[config.mk]
export PLATFORM = sky130hd
export DESIGN_NAME = pgwin_ctrl
export DESIGN_NICKNAME = d
export VERILOG_FILES = /design/src/rtl/pgwin_pkg.sv /design/src/rtl/pgwin_decode.sv /design/src/rtl/pgwin_regs.sv /design/src/rtl/pgwin_ramif.sv /design/src/rtl/pgwin_ctrl.sv
export SDC_FILE = /design/constraint.sdc
export NUM_CORES = 1
export LEC_CHECK = 0
export ABC_CLOCK_PERIOD_IN_PS = 1410
export CORE_MARGIN = 8
export CORE_UTILIZATION = 25
export DETAILED_ROUTE_END_ITERATION = 10
export PLACE_DENSITY = 0.74
export SLEW_MARGIN = 30
export SYNTH_ARGS = -nofsm -noshare
export SYNTH_HDL_FRONTEND = slang
export SYNTH_SLANG_ARGS = --single-unit
[constraint.sdc]
create_clock -name clk -period 1.41 [get_ports clk]
set_clock_uncertainty 0.2 [all_clocks]
set_input_delay 0.282 -clock clk [delete_from_list [all_inputs] [get_ports clk]]
set_output_delay 0.282 -clock clk [all_outputs]
set_load 0.01 [all_outputs]
[src/rtl/pgwin_pkg.sv]
package pgwin_pkg;
  // Result of address decode for one bus access.
  typedef enum logic [2:0] {
    HIT_NONE = 3'd0,  // no location of this block
    HIT_PAGE = 3'd1,  // page register (control page or window mirror)
    HIT_ENA  = 3'd2,  // window enable latch
    HIT_RAM  = 3'd3,  // window location passed to external RAM
    HIT_RESV = 3'd4   // window location withheld from RAM
  } hit_e;
endpackage

[src/rtl/pgwin_decode.sv]
module pgwin_decode
  import pgwin_pkg::*;
#(
  parameter int unsigned LO_W      = 8,
  parameter bit          MIRROR_EN = 1'b0,
  parameter bit          RESV_EN   = 1'b1
) (
  input  logic            sel_a_n,
  input  logic            sel_b_n,
  input  logic [LO_W-1:0] addr_lo,
  output hit_e            hit
);
  localparam logic [LO_W-1:0] OFS_TOP  = {LO_W{1'b1}};
  localparam logic [LO_W-1:0] OFS_NEXT = OFS_TOP - LO_W'(1);

  logic is_top, is_next, win_top_page, win_resv;

  assign is_top  = (addr_lo == OFS_TOP);
  assign is_next = (addr_lo == OFS_NEXT);

  generate
    if (MIRROR_EN) begin : g_mirror
      assign win_top_page = is_top;
    end else begin : g_no_mirror
      assign win_top_page = 1'b0;
    end
    if (RESV_EN) begin : g_resv
      assign win_resv = is_top | is_next;
    end else begin : g_no_resv
      assign win_resv = 1'b0;
    end
  endgenerate

  always_comb begin
    hit = HIT_NONE;
    if (!sel_a_n) begin
      if (is_top)       hit = HIT_PAGE;
      else if (is_next) hit = HIT_ENA;
    end else if (!sel_b_n) begin
      if (win_top_page)  hit = HIT_PAGE;
      else if (win_resv) hit = HIT_RESV;
      else               hit = HIT_RAM;
    end
  end
endmodule

[src/rtl/pgwin_regs.sv]
module pgwin_regs
  import pgwin_pkg::*;
#(
  parameter int unsigned DATA_W     = 8,
  parameter int unsigned PAGE_W     = 8,
  parameter bit          UPPER_ONLY = 1'b0
) (
  input  logic              clk,
  input  logic              rst_n,
  input  logic              bus_clk,
  input  logic              rnw,
  input  hit_e              hit,
  input  logic [DATA_W-1:0] data_in,
  output logic [PAGE_W-1:0] page,
  output logic              ena,
  output logic              bus_fall
);
  localparam int unsigned TAKE_W = (PAGE_W < DATA_W) ? PAGE_W : DATA_W;

  logic              bus_clk_q;
  logic [PAGE_W-1:0] page_raw, page_next;
  logic              wr_strobe;

  always_ff @(posedge clk or negedge rst_n) begin
    if (!rst_n) bus_clk_q <= 1'b0;
    else        bus_clk_q <= bus_clk;
  end

  assign bus_fall  = bus_clk_q & ~bus_clk;
  assign wr_strobe = bus_fall & ~rnw;

  always_comb begin
    page_raw = '0;
    page_raw[TAKE_W-1:0] = data_in[TAKE_W-1:0];
  end

  generate
    if (UPPER_ONLY) begin : g_upper
      assign page_next = page_raw | (PAGE_W'(1) << (PAGE_W - 1));
    end else begin : g_full
      assign page_next = page_raw;
    end
  endgenerate

  always_ff @(posedge clk or negedge rst_n) begin
    if (!rst_n) begin
      page <= '0;
      ena  <= 1'b0;
    end else if (wr_strobe) begin
      if (hit == HIT_PAGE) page <= page_next;
      if (hit == HIT_ENA)  ena  <= data_in[0];
    end
  end
endmodule

[src/rtl/pgwin_ramif.sv]
module pgwin_ramif
  import pgwin_pkg::*;
#(
  parameter int unsigned LO_W   = 8,
  parameter int unsigned PAGE_W = 8,
  parameter int unsigned DATA_W = 8
) (
  input  hit_e                   hit,
  input  logic [PAGE_W-1:0]      page,
  input  logic [LO_W-1:0]        addr_lo,
  input  logic                   ena,
  input  logic                   bus_clk,
  input  logic                   rnw,
  input  logic [DATA_W-1:0]      data_in,
  input  logic [DATA_W-1:0]      ram_rdata,
  output logic [PAGE_W+LO_W-1:0] ram_addr,
  output logic                   ram_cs_n,
  output logic                   ram_we_n,
  output logic [DATA_W-1:0]      ram_wdata,
  output logic [DATA_W-1:0]      data_out,
  output logic                   data_oe
);
  logic ram_sel;

  assign ram_sel   = (hit == HIT_RAM) & ena;
  assign ram_addr  = {page, addr_lo};
  assign ram_cs_n  = ~ram_sel;
  assign ram_we_n  = ~(ram_sel & bus_clk & ~rnw);
  assign ram_wdata = data_in;
  assign data_oe   = ram_sel & bus_clk & rnw;
  assign data_out  = data_oe ? ram_rdata : '0;
endmodule

[src/rtl/pgwin_ctrl.sv]
module pgwin_ctrl
  import pgwin_pkg::*;
#(
  parameter int unsigned LO_W       = 8,
  parameter int unsigned PAGE_W     = 8,
  parameter int unsigned DATA_W     = 8,
  parameter bit          MIRROR_EN  = 1'b0,
  parameter bit          RESV_EN    = 1'b1,
  parameter bit          UPPER_ONLY = 1'b0
) (
  input  logic                   clk,
  input  logic                   rst_n,
  input  logic                   bus_clk,
  input  logic                   rnw,
  input  logic                   sel_a_n,
  input  logic                   sel_b_n,
  input  logic [LO_W-1:0]        addr_lo,
  input  logic [DATA_W-1:0]      data_in,
  output logic [DATA_W-1:0]      data_out,
  output logic                   data_oe,
  output logic [PAGE_W+LO_W-1:0] ram_addr,
  output logic                   ram_cs_n,
  output logic                   ram_we_n,
  output logic [DATA_W-1:0]      ram_wdata,
  input  logic [DATA_W-1:0]      ram_rdata
);
  hit_e              hit;
  logic [PAGE_W-1:0] page;
  logic              ena;
  logic              bus_fall;

  pgwin_decode #(
    .LO_W(LO_W), .MIRROR_EN(MIRROR_EN), .RESV_EN(RESV_EN)
  ) u_decode (
    .sel_a_n(sel_a_n), .sel_b_n(sel_b_n), .addr_lo(addr_lo), .hit(hit)
  );

  pgwin_regs #(
    .DATA_W(DATA_W), .PAGE_W(PAGE_W), .UPPER_ONLY(UPPER_ONLY)
  ) u_regs (
    .clk(clk), .rst_n(rst_n), .bus_clk(bus_clk), .rnw(rnw), .hit(hit),
    .data_in(data_in), .page(page), .ena(ena), .bus_fall(bus_fall)
  );

  pgwin_ramif #(
    .LO_W(LO_W), .PAGE_W(PAGE_W), .DATA_W(DATA_W)
  ) u_ramif (
    .hit(hit), .page(page), .addr_lo(addr_lo), .ena(ena),
    .bus_clk(bus_clk), .rnw(rnw), .data_in(data_in),
    .ram_rdata(ram_rdata), .ram_addr(ram_addr), .ram_cs_n(ram_cs_n),
    .ram_we_n(ram_we_n), .ram_wdata(ram_wdata), .data_out(data_out),
    .data_oe(data_oe)
  );
endmodule

# After elaboration in Yosys (flattened, before gate mapping)
# Cells that the tools add are included.
# classes
n_eq_ne,5
mux,6
n_bitwise,11
n_reduce_logical,2
# op_table
cell,n
"== test 8 bit, second input constant",2
two-way mux 3 bit,3
two-way mux 8 bit,1
AND 1 bit,6
"== test 3 x 2 -> 1 bit, second input constant",2
two-way mux 2 bit,2
inverter 1 bit,4
AND reduction 2 bit,2
"== test 3 x 1 -> 1 bit, second input constant",1
bitwise OR 1 bit,1
# word_totals
register_bits,10
in_bits,30
out_inout_bits,35
word_cells,27

# Logic depth before layout (Yosys ltp)
# depth
ltp_word,10
mapped_depth,3
depth_no_buf,3

# By module
# From an unflattened synthesis, not the netlist that was laid out.
# unflattened
hier_cells,78
area_unflattened_um2,777.0
# by_module_without_submodules
module,instances,cells_per_inst,area_each_um2,seq_area_each_um2
pgwin_regs,1,23,411.6,250.2
pgwin_ramif,1,47,290.3,0.0
pgwin_decode,1,8,75.1,0.0

# Least setup slack after synthesis
# Ideal clock, no wire load.
# synth_timing
path_kind,input to output
from,in addr_lo[5]
to,out ram_we_n
arrival_ps,1218
t_required_ps,928
slack_ps,-290
stages,3
n_path_buf,0
path_cell_list,and4_2 > a21o_1 > or3b_2
# synth_via
elab_chain_cells,10
elab_cells_between_ends,13
cone_classes,3 x eq/ne; 5 x mux; 5 x bitwise
# synth_lines
element,line,text
from (decl),pgwin_ctrl.sv:17,"input logic [LO_W-1:0] addr_lo,"
== test 8 bit (on tied branches),"pgwin_decode.sv:18, pgwin_decode.sv:19",
bitwise OR 1 bit,pgwin_decode.sv:28,assign win_resv = is_top | is_next;
two-way mux 3 bit,pgwin_decode.sv:41,else if (win_resv) hit = HIT_RESV;
two-way mux 3 bit,pgwin_decode.sv:39,end else if (!sel_b_n) begin
two-way mux 3 bit *,pgwin_decode.sv:36,if (!sel_a_n) begin
== test 3 x 2 -> 1 bit *,pgwin_ramif.sv:25,assign ram_sel = (hit == HIT_RAM) & ena;
AND 1 bit *,pgwin_ramif.sv:25,
AND 1 bit * (2 in a row),pgwin_ramif.sv:28,assign ram_we_n = ~(ram_sel & bus_clk & ~rnw);
inverter 1 bit *,pgwin_ramif.sv:28,
to (decl),pgwin_ctrl.sv:23,"output logic ram_we_n,"
# Mark *: on every way between the ends. The rest lies on a longest branch, timed or not.

# Worst setup path after layout
# layout_timing
from,reg u_regs.ena
to,out ram_we_n
# layout_via
elab_chain_cells,4
# layout_lines
element,line,text
from (decl),pgwin_regs.sv:15,"output logic ena,"
from (signal assigned),pgwin_regs.sv:51,if (hit == HIT_ENA) ena <= data_in[0];
AND 1 bit,pgwin_ramif.sv:25,
AND 1 bit (2 in a row),pgwin_ramif.sv:28,
inverter 1 bit,pgwin_ramif.sv:28,
# Every way passes these cells.

==> impl_metrics.csv <==
group,metric,value,unit
outcome,status,"finished with violations",
detailed_routing,drt_iter0_drc,8,
cts,clk_latency,270,ps
sta,setup_viol,19,
power_and_ir_drop,p_int,548,uW
power_and_ir_drop,switching_share,0.244,
placement,gp_congestion,0.827,
cts,htree_levels,1,
synthesis,synth.most_common_cell,"buf_4",
detailed_routing,viasPerCell,4.43,
synthesis,synth_seq_area_share,0.396,
cells_and_area,final_cells,150,
sta,grt_setup_unrepaired,"true",
global_route,grt_pass1_vias,716,
synthesis,synth_common_cells,"16 x buf_4, 10 x dfrtp_1, 9 x mux2_2, 8 x and2_1",
setup_path,cpMaxStageDelayCell,"or3b_4",
floorplanning,die-area,4390,um^2
setup_path,crit_type,"reg2out",
global_route,antenna_found_initial,0,
worst_hold_path,hold_end,"u_regs.bus_clk_q",
worst_hold_path,worstHoldStart,"bus_clk",
sta,slew_headroom,0.678,
run,maxCapViolations,0,
setup_path,critPathArrivalTime,1570,ps
sta,slew_violations,0,
setup_path,end_kind,"output port",
power_and_ir_drop,comb_power_share,0.228,
worst_hold_path,min-delay-path-class,"in2reg",
detailed_routing,wl_per_cell,17.2,um
floorplanning,initial_utilization,0.260,
power_and_ir_drop,leakage,0.682,nW
floorplanning,dieHeight,66.3,um
cts,clock-sinks,10,
placement,port_buffers,64,
global_route,met2_usage,0.188,
detailed_routing,ant_nets,0,
cells_and_area,synthToLayoutAreaGrowth,110,%
synthesis,synth_top_area_share,0.396,
cells_and_area,diodes,0,
outcome,violations,"setup timing",
worst_hold_path,min_path_cells,2,
cts,clock_path_buffers,2,
global_route,grt_pass1_wl,3.73,mm
setup_path,reg2reg_from,"u_regs.bus_clk_q",
power_and_ir_drop,p_switching,177,uW
cts,tritoncts,"done",
setup_path,start_kind,"flip-flop",
sta,max_slew.worst_pin.slew,482,ps
global_route,track_usage,0.111,
synthesis,synth_cells,53,
floorplanning,std_cell_rows,18,
power_and_ir_drop,seqPwrFrac,0.402,
cells_and_area,fin_area,1330,um^2
synthesis,synthesis.area,632,um^2
placement,dpl_cell_area,1280,um^2
setup_path,crit_buf_inv,2,
setup_path,crit_fanout,2,
floorplanning,core,2430,um^2
synthesis,synth_nets,83,
synthesis,synth.area.top_cells,"dfrtp_1 40%, buf_4 19%, mux2_2 16%",
detailed_routing,vias,665,
synthesis,synth_edf_count,0,
floorplanning,fp.dieW,66.3,um
global_route,grt_start_max_net_pins,11,
cells_and_area,drive_above_1_share,0.558,
synthesis,synth-seq-cells,10,
setup_path,rr_endpoint,"u_regs.page[0]",
global_route,busiest_layer,"met2",
placement,place_ws,-1130,ps
setup_path,critPathTopFamily,"simple AND/OR/NAND/NOR gates",
cells_and_area,nNetsFinal,151,
sta,finalCritPeriodShare,1.45,
global_route,grt_use_met3,0.0458,
floorplanning,io_pins,65,
cts,root_buffer,"clkbuf_4",
setup_path,rrSetupSlack,-100,ps
sta,fin_crit,2050,ps
power_and_ir_drop,total_power,725,uW
setup_path,worstRegToRegCells,3,
global_route,grt-ovfl-total,0,
detailed_routing,totalWireLength,2.58,mm
power_and_ir_drop,max-vdd-ir-drop,443,uV
setup_path,crit_chain,"nand3b_1, buf_4, a21o_1, or3b_4, buf_6",
power_and_ir_drop,power_frac_clock,0.369,
sta,fmax,488,MHz
power_and_ir_drop,powerDensity,545,nW/um^2
setup_path,cp.depth,5,
cts,cts_buffers,3,
cells_and_area,fillers,223,
setup_path,slowest_delay,370,ps
synthesis,syn_area_per_cell,11.9,um^2
synthesis,yosysUniqueCellTypes,14,
synthesis,synthArstFlopShare,1.00,
global_route,grtUsageMet1,0.120,
synthesis,synth_warnings,0,
cts,clkSlewWorstSetupHoldPaths,70,ps
cts,ctsHoldBuffers,0,
placement,dpl.hpwl,2.00,mm
synthesis,yosys.area.top_type,"dfrtp_1",
setup_path,required,930,ps
synthesis,synthFlopType,"dfrtp_1",
detailed_routing,firstDrtPassIters,2,
sta,hold_viol_final,0,
placement,dp.cells,139,
detailed_routing,drc_errors,0,
sta,timing.final.ws_setup,-639,ps
## sequential cells by signal, summed over array words and instances (netlist names)
name,cells
u_regs.bus_clk_q,1
u_regs.ena,1
u_regs.page,8
## worst max path at each step
stage,startpoint,endpoint,slack (ps)
2_1_floorplan,addr_lo[5],ram_we_n,-160
3_3_place_gp,addr_lo[3],data_out[2],-1090
3_5_place_dp,addr_lo[3],data_out[1],-1130
4_1_cts,u_regs.ena,ram_we_n,-640
5_1_grt,u_regs.ena,ram_we_n,-700
6_report,u_regs.ena,ram_we_n,-640
## area by class of cell
cell class	count	area (um^2)	share of cell area
Multi-Input combinational cell	27	302	0.227
Sequential cell	10	250	0.188
Tap cell	30	37.5	0.0282
Timing Repair Buffer	79	704	0.530
Clock buffer	4	36.3	0.0273
## worst register-to-register path, cell delays in order, from the launching register on
cell and delay, ps:
dfrtp_1 340, nor4b_4 260, nand4_4 240, mux2_4 350
## stage by stage
stage          TNS, ps  hold slack [ps]  utilization
6_report         -6820             73.3        0.547
5_1_grt          -8430             66.3        0.547
4_1_cts          -6790             50.6        0.535
3_5_place_dp    -23810              297        0.525
3_3_place_gp    -23180              288        0.525
2_1_floorplan    -1340             -214            -
## power groups by stage
stage	logic (mW)	clock network, mW	registers [mW]
2_1_floorplan	0.0617	0	0.298
3_3_place_gp	0.192	0	0.297
3_5_place_dp	0.196	0	0.297
4_1_cts	0.168	0.275	0.292
5_1_grt	0.178	0.290	0.292
6_report	0.166	0.268	0.292
## per-layer routing
layer  wire length [um]  share of wire
met1                964           0.37
met3                313           0.12
met5                  0              0
met4                 42          0.016
met2               1260           0.49
## repair_timing
item / in CTS / in global routing
gates resized for setup: 141 / 11
gates cloned: 1 / 0
setup endpoints to repair: 44 / 23
buffers inserted: 5 / 2
pin swaps: 16 / 3
## cells in the final DEF (no fill, tap or decap)
cell             netlist  final
mux2_4                 0      1
and4_4                 0      1
buf_4                 16      7
dfrtp_1               10     10
buf_6                  0     18
clkbuf_8               0      1
clkdlybuf4s15_1        0      6
buf_2                  0     13
dlymetal6s2s_1         0      1
nand4_4                1      1
a211oi_4               0      1
or3b_4                 0      1
clkbuf_4               0      3
nand2_2                0      1
mux2_2                 9      8
a21o_1                 1      1
clkdlybuf4s50_1        0     17
nand3b_1               1      1
nor4b_4                1      1
dlygate4sd2_1          0     15
and2_1                 8      1
clkbuf_2               0      2
and2_4                 0      7
nand4b_1               1      1
and3_4                 0      1
## kinds of logic after synthesis
family                 count (synthesis)  share of synthesized area
and+or+nand+nor                       16                      0.222
buffers and inverters                 16                      0.190
DFF                                   10                      0.396
muxes                                  9                      0.160
AOI/OAI and AO/OA                      2                     0.0317
(Power assumes the default switching activity.)
